File: config.mk
export PLATFORM = sky130hd
export DESIGN_NAME = scan_dap_decoder
export DESIGN_NICKNAME = d
export VERILOG_FILES = /design/src/rtl/scan_dap_pkg.sv /design/src/rtl/scan_ir_tracker.sv /design/src/rtl/scan_sel_state.sv /design/src/rtl/scan_txn_decode.sv /design/src/rtl/scan_dap_decoder.sv
export SDC_FILE = /design/constraint.sdc
export NUM_CORES = 1
export LEC_CHECK = 0
export ABC_AREA = 1
export BUFFER_PORTS_ARGS = -buffer_cell sky130_fd_sc_hd__buf_2
export CAP_MARGIN = 20
export CORE_MARGIN = 3
export CORE_UTILIZATION = 45
export DETAILED_ROUTE_END_ITERATION = 8
export PLACE_DENSITY_LB_ADDON = 0.2
export SYNTH_ARGS = -nofsm -noshare
export SYNTH_HDL_FRONTEND = slang
export SYNTH_HIERARCHICAL = 1
export SYNTH_SLANG_ARGS = --single-unit
File: constraint.sdc
create_clock -name clk -period 4.2 [get_ports clk]
set_input_delay 0.63 -clock clk [delete_from_list [all_inputs] [get_ports clk]]
set_output_delay 0.63 -clock clk [all_outputs]
set_load 0.03 [all_outputs]
File: src/rtl/scan_dap_pkg.sv
package scan_dap_pkg;
  typedef enum logic [1:0] {
    KIND_NONE  = 2'b00,
    KIND_ABORT = 2'b01,
    KIND_DP    = 2'b10,
    KIND_AP    = 2'b11
  } txn_kind_e;
endpackage

File: src/rtl/scan_ir_tracker.sv
module scan_ir_tracker #(
  parameter int DBG_W = 4,
  parameter int BYP_W = 6
) (
  input  logic                   clk,
  input  logic                   rst,
  input  logic                   ir_upd,
  input  logic [DBG_W+BYP_W-1:0] ir_bits,
  output logic [DBG_W-1:0]       dbg_ir,
  output logic [BYP_W-1:0]       byp_ir,
  output logic                   bypassed
);
  always_ff @(posedge clk) begin
    if (rst) begin
      dbg_ir <= '1;
      byp_ir <= '1;
    end else if (ir_upd) begin
      byp_ir <= ir_bits[BYP_W-1:0];
      dbg_ir <= ir_bits[DBG_W+BYP_W-1:BYP_W];
    end
  end

  assign bypassed = &byp_ir;
endmodule

File: src/rtl/scan_sel_state.sv
module scan_sel_state #(
  parameter int DATA_W  = 32,
  parameter int APSEL_W = 8,
  parameter int BANK_W  = 4,
  parameter int BANK_LO = 4
) (
  input  logic               clk,
  input  logic               rst,
  input  logic               sel_wr,
  input  logic [DATA_W-1:0]  sel_data,
  output logic [APSEL_W-1:0] apsel,
  output logic [BANK_W-1:0]  bank
);
  always_ff @(posedge clk) begin
    if (rst) begin
      apsel <= '0;
      bank  <= '0;
    end else if (sel_wr) begin
      apsel <= sel_data[DATA_W-1 -: APSEL_W];
      bank  <= sel_data[BANK_LO +: BANK_W];
    end
  end
endmodule

File: src/rtl/scan_txn_decode.sv
module scan_txn_decode
  import scan_dap_pkg::*;
#(
  parameter int             DATA_W  = 32,
  parameter int             DBG_W   = 4,
  parameter int             APSEL_W = 8,
  parameter int             BANK_W  = 4,
  parameter logic [DBG_W-1:0] OP_ABORT = 4'h8,
  parameter logic [DBG_W-1:0] OP_DP    = 4'hA,
  parameter logic [DBG_W-1:0] OP_AP    = 4'hB,
  parameter logic [1:0]     SEL_OFS = 2'b10,
  localparam int            PAY_W   = DATA_W + 3,
  localparam int            ADDR_W  = BANK_W + 4
) (
  input  logic               dr_upd,
  input  logic [PAY_W-1:0]   payload,
  input  logic [DBG_W-1:0]   dbg_ir,
  input  logic               bypassed,
  input  logic [BANK_W-1:0]  bank,
  output logic               hit,
  output txn_kind_e          kind,
  output logic               rd,
  output logic [DATA_W-1:0]  data,
  output logic [ADDR_W-1:0]  addr,
  output logic               sel_wr
);
  logic [1:0] ofs;
  assign ofs = payload[2:1];

  always_comb begin
    hit    = 1'b0;
    kind   = KIND_NONE;
    rd     = 1'b0;
    data   = payload[DATA_W+2:3];
    addr   = '0;
    sel_wr = 1'b0;
    if (dr_upd && bypassed) begin
      if (dbg_ir == OP_ABORT) begin
        hit  = 1'b1;
        kind = KIND_ABORT;
        data = payload[DATA_W-1:0];
      end else if (dbg_ir == OP_DP) begin
        hit    = 1'b1;
        kind   = KIND_DP;
        rd     = payload[0];
        addr   = {{BANK_W{1'b0}}, ofs, 2'b00};
        sel_wr = (ofs == SEL_OFS);
      end else if (dbg_ir == OP_AP) begin
        hit  = 1'b1;
        kind = KIND_AP;
        rd   = payload[0];
        addr = {bank, ofs, 2'b00};
      end
    end
  end
endmodule

File: src/rtl/scan_dap_decoder.sv
module scan_dap_decoder
  import scan_dap_pkg::*;
#(
  parameter int DATA_W  = 32,
  parameter int DBG_W   = 4,
  parameter int BYP_W   = 6,
  parameter int APSEL_W = 8,
  parameter int BANK_W  = 4,
  localparam int SCAN_W = DATA_W + 4,
  localparam int ADDR_W = BANK_W + 4
) (
  input  logic               clk,
  input  logic               rst,
  input  logic               ir_upd,
  input  logic               dr_upd,
  input  logic [SCAN_W-1:0]  scan_bits,
  output logic               txn_valid,
  output logic [1:0]         txn_kind,
  output logic               txn_rd,
  output logic [DATA_W-1:0]  txn_data,
  output logic [ADDR_W-1:0]  txn_addr,
  output logic [APSEL_W-1:0] txn_apsel
);
  logic [DBG_W-1:0]   dbg_ir;
  logic [BYP_W-1:0]   byp_ir;
  logic               bypassed;
  logic [APSEL_W-1:0] apsel;
  logic [BANK_W-1:0]  bank;
  logic               d_hit, d_rd, d_sel;
  txn_kind_e          d_kind;
  logic [DATA_W-1:0]  d_data;
  logic [ADDR_W-1:0]  d_addr;

  scan_ir_tracker #(.DBG_W(DBG_W), .BYP_W(BYP_W)) u_ir (
    .clk(clk), .rst(rst), .ir_upd(ir_upd),
    .ir_bits(scan_bits[DBG_W+BYP_W-1:0]),
    .dbg_ir(dbg_ir), .byp_ir(byp_ir), .bypassed(bypassed)
  );

  scan_txn_decode #(.DATA_W(DATA_W), .DBG_W(DBG_W), .APSEL_W(APSEL_W),
                    .BANK_W(BANK_W)) u_dec (
    .dr_upd(dr_upd), .payload(scan_bits[SCAN_W-1:1]), .dbg_ir(dbg_ir),
    .bypassed(bypassed), .bank(bank), .hit(d_hit), .kind(d_kind),
    .rd(d_rd), .data(d_data), .addr(d_addr), .sel_wr(d_sel)
  );

  scan_sel_state #(.DATA_W(DATA_W), .APSEL_W(APSEL_W), .BANK_W(BANK_W)) u_sel (
    .clk(clk), .rst(rst), .sel_wr(d_sel), .sel_data(d_data),
    .apsel(apsel), .bank(bank)
  );

  always_ff @(posedge clk) begin
    if (rst) begin
      txn_valid <= 1'b0;
      txn_kind  <= KIND_NONE;
      txn_rd    <= 1'b0;
      txn_data  <= '0;
      txn_addr  <= '0;
      txn_apsel <= '0;
    end else begin
      txn_valid <= d_hit;
      if (d_hit) begin
        txn_kind  <= d_kind;
        txn_rd    <= d_rd;
        txn_data  <= d_data;
        txn_addr  <= d_addr;
        txn_apsel <= apsel;
      end
    end
  end
endmodule

== Word-level counts from Yosys, hierarchy flattened ==
Index checks and enable logic that the tools add are counted.

* Flip-flop bits (word level): 74
* Bits of input ports: 40
* Word-level logic and storage cells: 37

* Equality and inequality tests: 4
* Mux-type cells: 21
* Reductions and logical operators: 2

{| class="wikitable"
|+ Operators with widths
! kind !! count
|-
| $mux W32 || 2
|-
| $mux W8 || 4
|-
| $eq A4 B4 Y1 const B || 3
|-
| $mux W1 || 11
|-
| $mux W2 || 4
|-
| $reduce_and A6 Y1 || 1
|-
| $eq A2 B2 Y1 const B || 1
|-
| $logic_and A1 B1 Y1 || 1
|}

== Depth between registers and ports, before layout ==
* Word-level depth: 5
* Gate-level depth with buffers: 14

== Modules after synthesis ==
The synthesis kept the hierarchy.

{| class="wikitable"
|+ Modules (own cells, without submodules)
! module !! instances !! cells an instance !! area each (um2) !! sequential area each (um2)
|-
| scan_dap_decoder || 1 || 326 || 2087.0 || 1041.0
|-
| scan_txn_decode || 1 || 141 || 719.4 || 0.0
|-
| scan_sel_state || 1 || 76 || 496.7 || 240.2
|-
| scan_ir_tracker || 1 || 50 || 370.4 || 200.2
|}

== Worst setup path after synthesis ==
No wires, ideal clock.

* Kind: input to register
* Start: in dr_upd
* End: reg txn_data[10]
* Arrival: 1.691 ns
* Data required time: 4.086 ns
* Slack: 2.395 ns
* Cell stages on the path: 10
* Buffers on the path: 3
* Cells stage by stage: nand2_1 inv_2 nand3_4 buf_6 nand2_1 buf_4 buf_2 nand2_1 nand2_1 nor2_1

* Cells in the longest elaborated chain, start to end: 2
* Elaborated cells on any way between the ends: 3
* Classes of those cells: 2 x mux; 1 x reduce/logical

{| class="wikitable"
|+ Ends and longest elaborated chain
! element !! line !! RTL
|-
| start, declared || scan_dap_decoder.sv:15 || <nowiki>input logic dr_upd,</nowiki>
|-
| $logic_and A1 B1 Y1 || scan_txn_decode.sv:37 || <nowiki>if (dr_upd && bypassed) begin</nowiki>
|-
| $mux W1 || scan_txn_decode.sv:37 ||
|-
| named net d_hit || scan_dap_decoder.sv:29 || <nowiki>logic d_hit, d_rd, d_sel;</nowiki>
|-
| end signal, assigned || scan_dap_decoder.sv:65 || <nowiki>txn_data <= d_data;</nowiki>
|-
| end, declared || scan_dap_decoder.sv:20 || <nowiki>output logic [DATA_W-1:0] txn_data,</nowiki>
|}

The timed path passes the listed nets, and every way through them passes these cells.
A chain may end at the register's enable or synchronous reset.

== Worst setup path after layout ==
* Start: reg u_ir.byp_ir[4]
* End: reg txn_data[7]

* Cells in the longest elaborated chain, start to end: 3
* Elaborated cells on any way between the ends: 4
* Classes of those cells: 2 x mux; 2 x reduce/logical

{| class="wikitable"
|+ Ends and longest elaborated chain
! element !! line !! RTL
|-
| start, declared || scan_ir_tracker.sv:10 || <nowiki>output logic [BYP_W-1:0] byp_ir,</nowiki>
|-
| start signal, assigned || scan_ir_tracker.sv:18 || <nowiki>byp_ir <= ir_bits[BYP_W-1:0];</nowiki>
|-
| $reduce_and A6 Y1 || scan_ir_tracker.sv:23 || <nowiki>assign bypassed = &byp_ir;</nowiki>
|-
| named net bypassed || scan_dap_decoder.sv:26 || <nowiki>logic bypassed;</nowiki>
|-
| $logic_and A1 B1 Y1 || scan_txn_decode.sv:37 ||
|-
| $mux W1 || scan_txn_decode.sv:37 ||
|-
| named net d_hit || scan_dap_decoder.sv:29 ||
|}

The timed path passes the listed nets, and every way through them passes these cells.

==> insert_results.sql <==
INSERT INTO impl_metrics (metric_group, metric, value, unit) VALUES
('global_routing', 'number_of_antenna_violations_at_the_first_check_in_global_routing', '0', ''),
('floorplan', 'design.core.area', '7810', 'um2'),
('detailed_routing', 'detail_route.wl_per_cell', '11.4', 'um'),
('finish', 'commonest_cells_after_routing_fill_and_taps_aside', '216 x sky130_fd_sc_hd__nand2_1, 136 x sky130_fd_sc_hd__nor2_1, 91 x sky130_fd_sc_hd__buf_2', ''),
('job', 'max-cap-violations', '0', ''),
('clock_tree', 'post_cts_resized', '0', ''),
('placement', 'gp_congestion', '0.839', ''),
('floorplan', 'die_h', '96.4', 'um'),
('floorplan', 'floorplan.die.width', '96.4', 'um'),
('worst_hold_path', 'min_path_type', 'register to register', ''),
('finish', 'nFillCells', '819', ''),
('power', 'powerDensity', '347', 'nW/um2'),
('floorplan', 'ios', '92', ''),
('detailed_routing', 'viasPerCell', '4.63', ''),
('timing', 'timing.setup.tns', '0', 'ps'),
('timing', 'finalWorstSetupSlack', '1370', 'ps'),
('logic_synthesis', 'ys.warnings.count', '6', ''),
('floorplan', 'die_area', '9280', 'um2'),
('placement', 'post-place-ws', '1290', 'ps'),
('detailed_routing', 'ant_nets', '0', ''),
('setup_path', 'critPathLaunchType', 'register', ''),
('detailed_routing', 'first_iter_violations', '179', ''),
('floorplan', 'start_util', '0.471', ''),
('finish', 'final_layout_size_suffix_gt1_frac', '0.172', ''),
('setup_path', 'timing.critical_path.from', 'u_ir/byp_ir[4]', ''),
('setup_path', 'type_of_element_capturing_the_critical_path', 'register', ''),
('placement', 'total_placed_instance_area', '4080', 'um2'),
('power', 'post-layout-total-power', '1.49', 'mW'),
('logic_synthesis', 'ys_types', '18', ''),
('logic_synthesis', 'synth_top_area_cell', 'sky130_fd_sc_hd__dfxtp_1', ''),
('finish', 'postLayoutCellArea', '4290', 'um2'),
('status', 'outcome', 'complete, no violations', ''),
('timing', 'rsz_0062_raised_after_global_routing', 'no', ''),
('clock_tree', 'clkSlewWorstSetupHoldPaths', '70', 'ps'),
('timing', 'relSlewSlack', '0.597', ''),
('power', 'cellLeakagePower', '2.29', 'nW'),
('timing', 'hold_viol_final', '0', ''),
('finish', 'layout.cells.most_common', 'sky130_fd_sc_hd__nand2_1', ''),
('global_routing', 'globalRoute.totalOverflow', '0', ''),
('placement', 'hpwl', '6320', 'um'),
('clock_tree', 'cts_inserted_buffers', '9', ''),
('clock_tree', 'cts.hold.buffers_added', '0', ''),
('logic_synthesis', 'synthesis.area_per_instance', '6.19', 'um2'),
('placement', 'dp_cells', '755', ''),
('logic_synthesis', 'ys_seq_elements', '74', ''),
('logic_synthesis', 'synth_seq_area_share', '0.403', ''),
('clock_tree', 'ctsLongestPathBuffers', '2', ''),
('setup_path', 'reg2reg_from', 'u_ir/byp_ir[4]', ''),
('clock_tree', 'ctsRootBufferMaster', 'sky130_fd_sc_hd__clkbuf_8', ''),
('detailed_routing', 'wl', '8790', 'um'),
('setup_path', 'worst-path-max-fanout', '61', ''),
('worst_hold_path', 'hold_path.startpoint', 'u_ir/byp_ir[2]', ''),
('timing', 'max_freq', '353', 'MHz'),
('logic_synthesis', 'synth_top_area_frac', '0.403', ''),
('clock_tree', 'cts.sink_count', '74', ''),
('timing', 'post-route-min-period', '2830', 'ps'),
('placement', 'port-buffer-count', '91', ''),
('logic_synthesis', 'synth_top_cells_by_area', 'sky130_fd_sc_hd__dfxtp_1 40%, sky130_fd_sc_hd__nand2_1 22%, sky130_fd_sc_hd__nor2_1 14%', ''),
('detailed_routing', 'firstDrtPassIters', '5', ''),
('clock_tree', 'clk_latency', '350', 'ps'),
('clock_tree', 'htree_levels', '3', ''),
('global_routing', 'first_global_vias', '3158', ''),
('timing', 'setup_viol', '0', ''),
('clock_tree', 'postCtsSetupRepairBufs', '0', ''),
('timing', 'worstMarginPinSlew', '603', 'ps'),
('timing', 'clock-skew-final', '8.30', 'ps'),
('finish', 'layoutNonFillerInstCount', '769', ''),
('finish', 'antenna_cells', '0', ''),
('global_routing', 'grt_start_max_net_pins', '62', ''),
('global_routing', 'global_route_wire_length_before_repair', '14600', 'um'),
('detailed_routing', 'drt_drc_violations_left', '0', '');
[per-stage QoR]
step | hold slack (ps) | utilization
after CTS | 460 | 0.549
after detailed placement | 442 | 0.523
after global placement | 438 | 0.523
after global routing | 482 | 0.549
after floorplan | 429 | -
final | 460 | 0.549
[cells in the mapped netlist, drive strengths merged]
cell / count
dfxtp: 74
conb: 1
inv: 75
nand3b: 1
buf: 31
clkbuf: 5
nand4: 37
nand3: 13
clkinv: 1
nor2: 138
nand2: 217
[where the power goes]
group / switching [mW] / leakage, nW / internal, mW / total [mW]
sequential: 0.0119 / 0.600 / 0.718 / 0.730
clock: 0.246 / 0.105 / 0.344 / 0.590
combinational: 0.114 / 1.59 / 0.0545 / 0.168
[per-layer routing]
layer	GRT usage	vias to the layer above	routed length, um
met3	0.0539	15	651
met1	0.274	1526	4270
met5	0	-	0
li1	-	1911	-
met4	0.0736	0	155
met2	0.301	110	3720
[worst max-delay path, stage by stage (launching register included)]
cell and delay [ps]:
sky130_fd_sc_hd__dfxtp_1 340, sky130_fd_sc_hd__nand2_1 50, sky130_fd_sc_hd__inv_1 50, sky130_fd_sc_hd__nand2_1 50, sky130_fd_sc_hd__nor2_1 90, sky130_fd_sc_hd__nand2_1 150, sky130_fd_sc_hd__inv_2 490, sky130_fd_sc_hd__nand3_4 450
sky130_fd_sc_hd__nand2_4 500, sky130_fd_sc_hd__buf_12 300, sky130_fd_sc_hd__nand2_1 90, sky130_fd_sc_hd__nand2_1 70, sky130_fd_sc_hd__nor2_1 40
[path summary, 6_finish.rpt]
check | to | slack [ps] | cells after the start
hold reg to reg | u_ir/byp_ir[2] | 460 | 2
setup / recovery | txn_data[7] | 1370 | 12
hold / removal | u_ir/byp_ir[2] | 460 | 2
setup reg to reg | txn_data[7] | 1370 | 12
[flip-flops by register name, indices dropped and copies added, names as in the netlist]
register / flops
u_ir/dbg_ir: 4
txn_apsel: 8
txn_kind: 2
txn_rd: 1
u_sel/bank: 4
u_sel/apsel: 8
txn_addr: 8
txn_valid: 1
u_ir/byp_ir: 6
txn_data: 32
[cell type report]
cell class,count,area [um2],area share
multi-input cells,408,1690,0.394
flip-flops and latches,74,1480,0.346
repair buffers,95,498,0.116
inverters,76,285,0.0666
clock buffers,11,141,0.0330
well taps,102,128,0.0298
clock inverters,3,65.1,0.0152
[kinds of logic (layout without fill, tap and decap cells)]
logic type / count (synthesis) / count (layout) / synth area share
flops: 74 / 74 / 0.403
simple gates: 406 / 406 / 0.455
buf+inv: 112 / 185 / 0.140
other cells: 1 / 2 / 0.00102
Note: power is estimated with default switching activity, not from simulation.
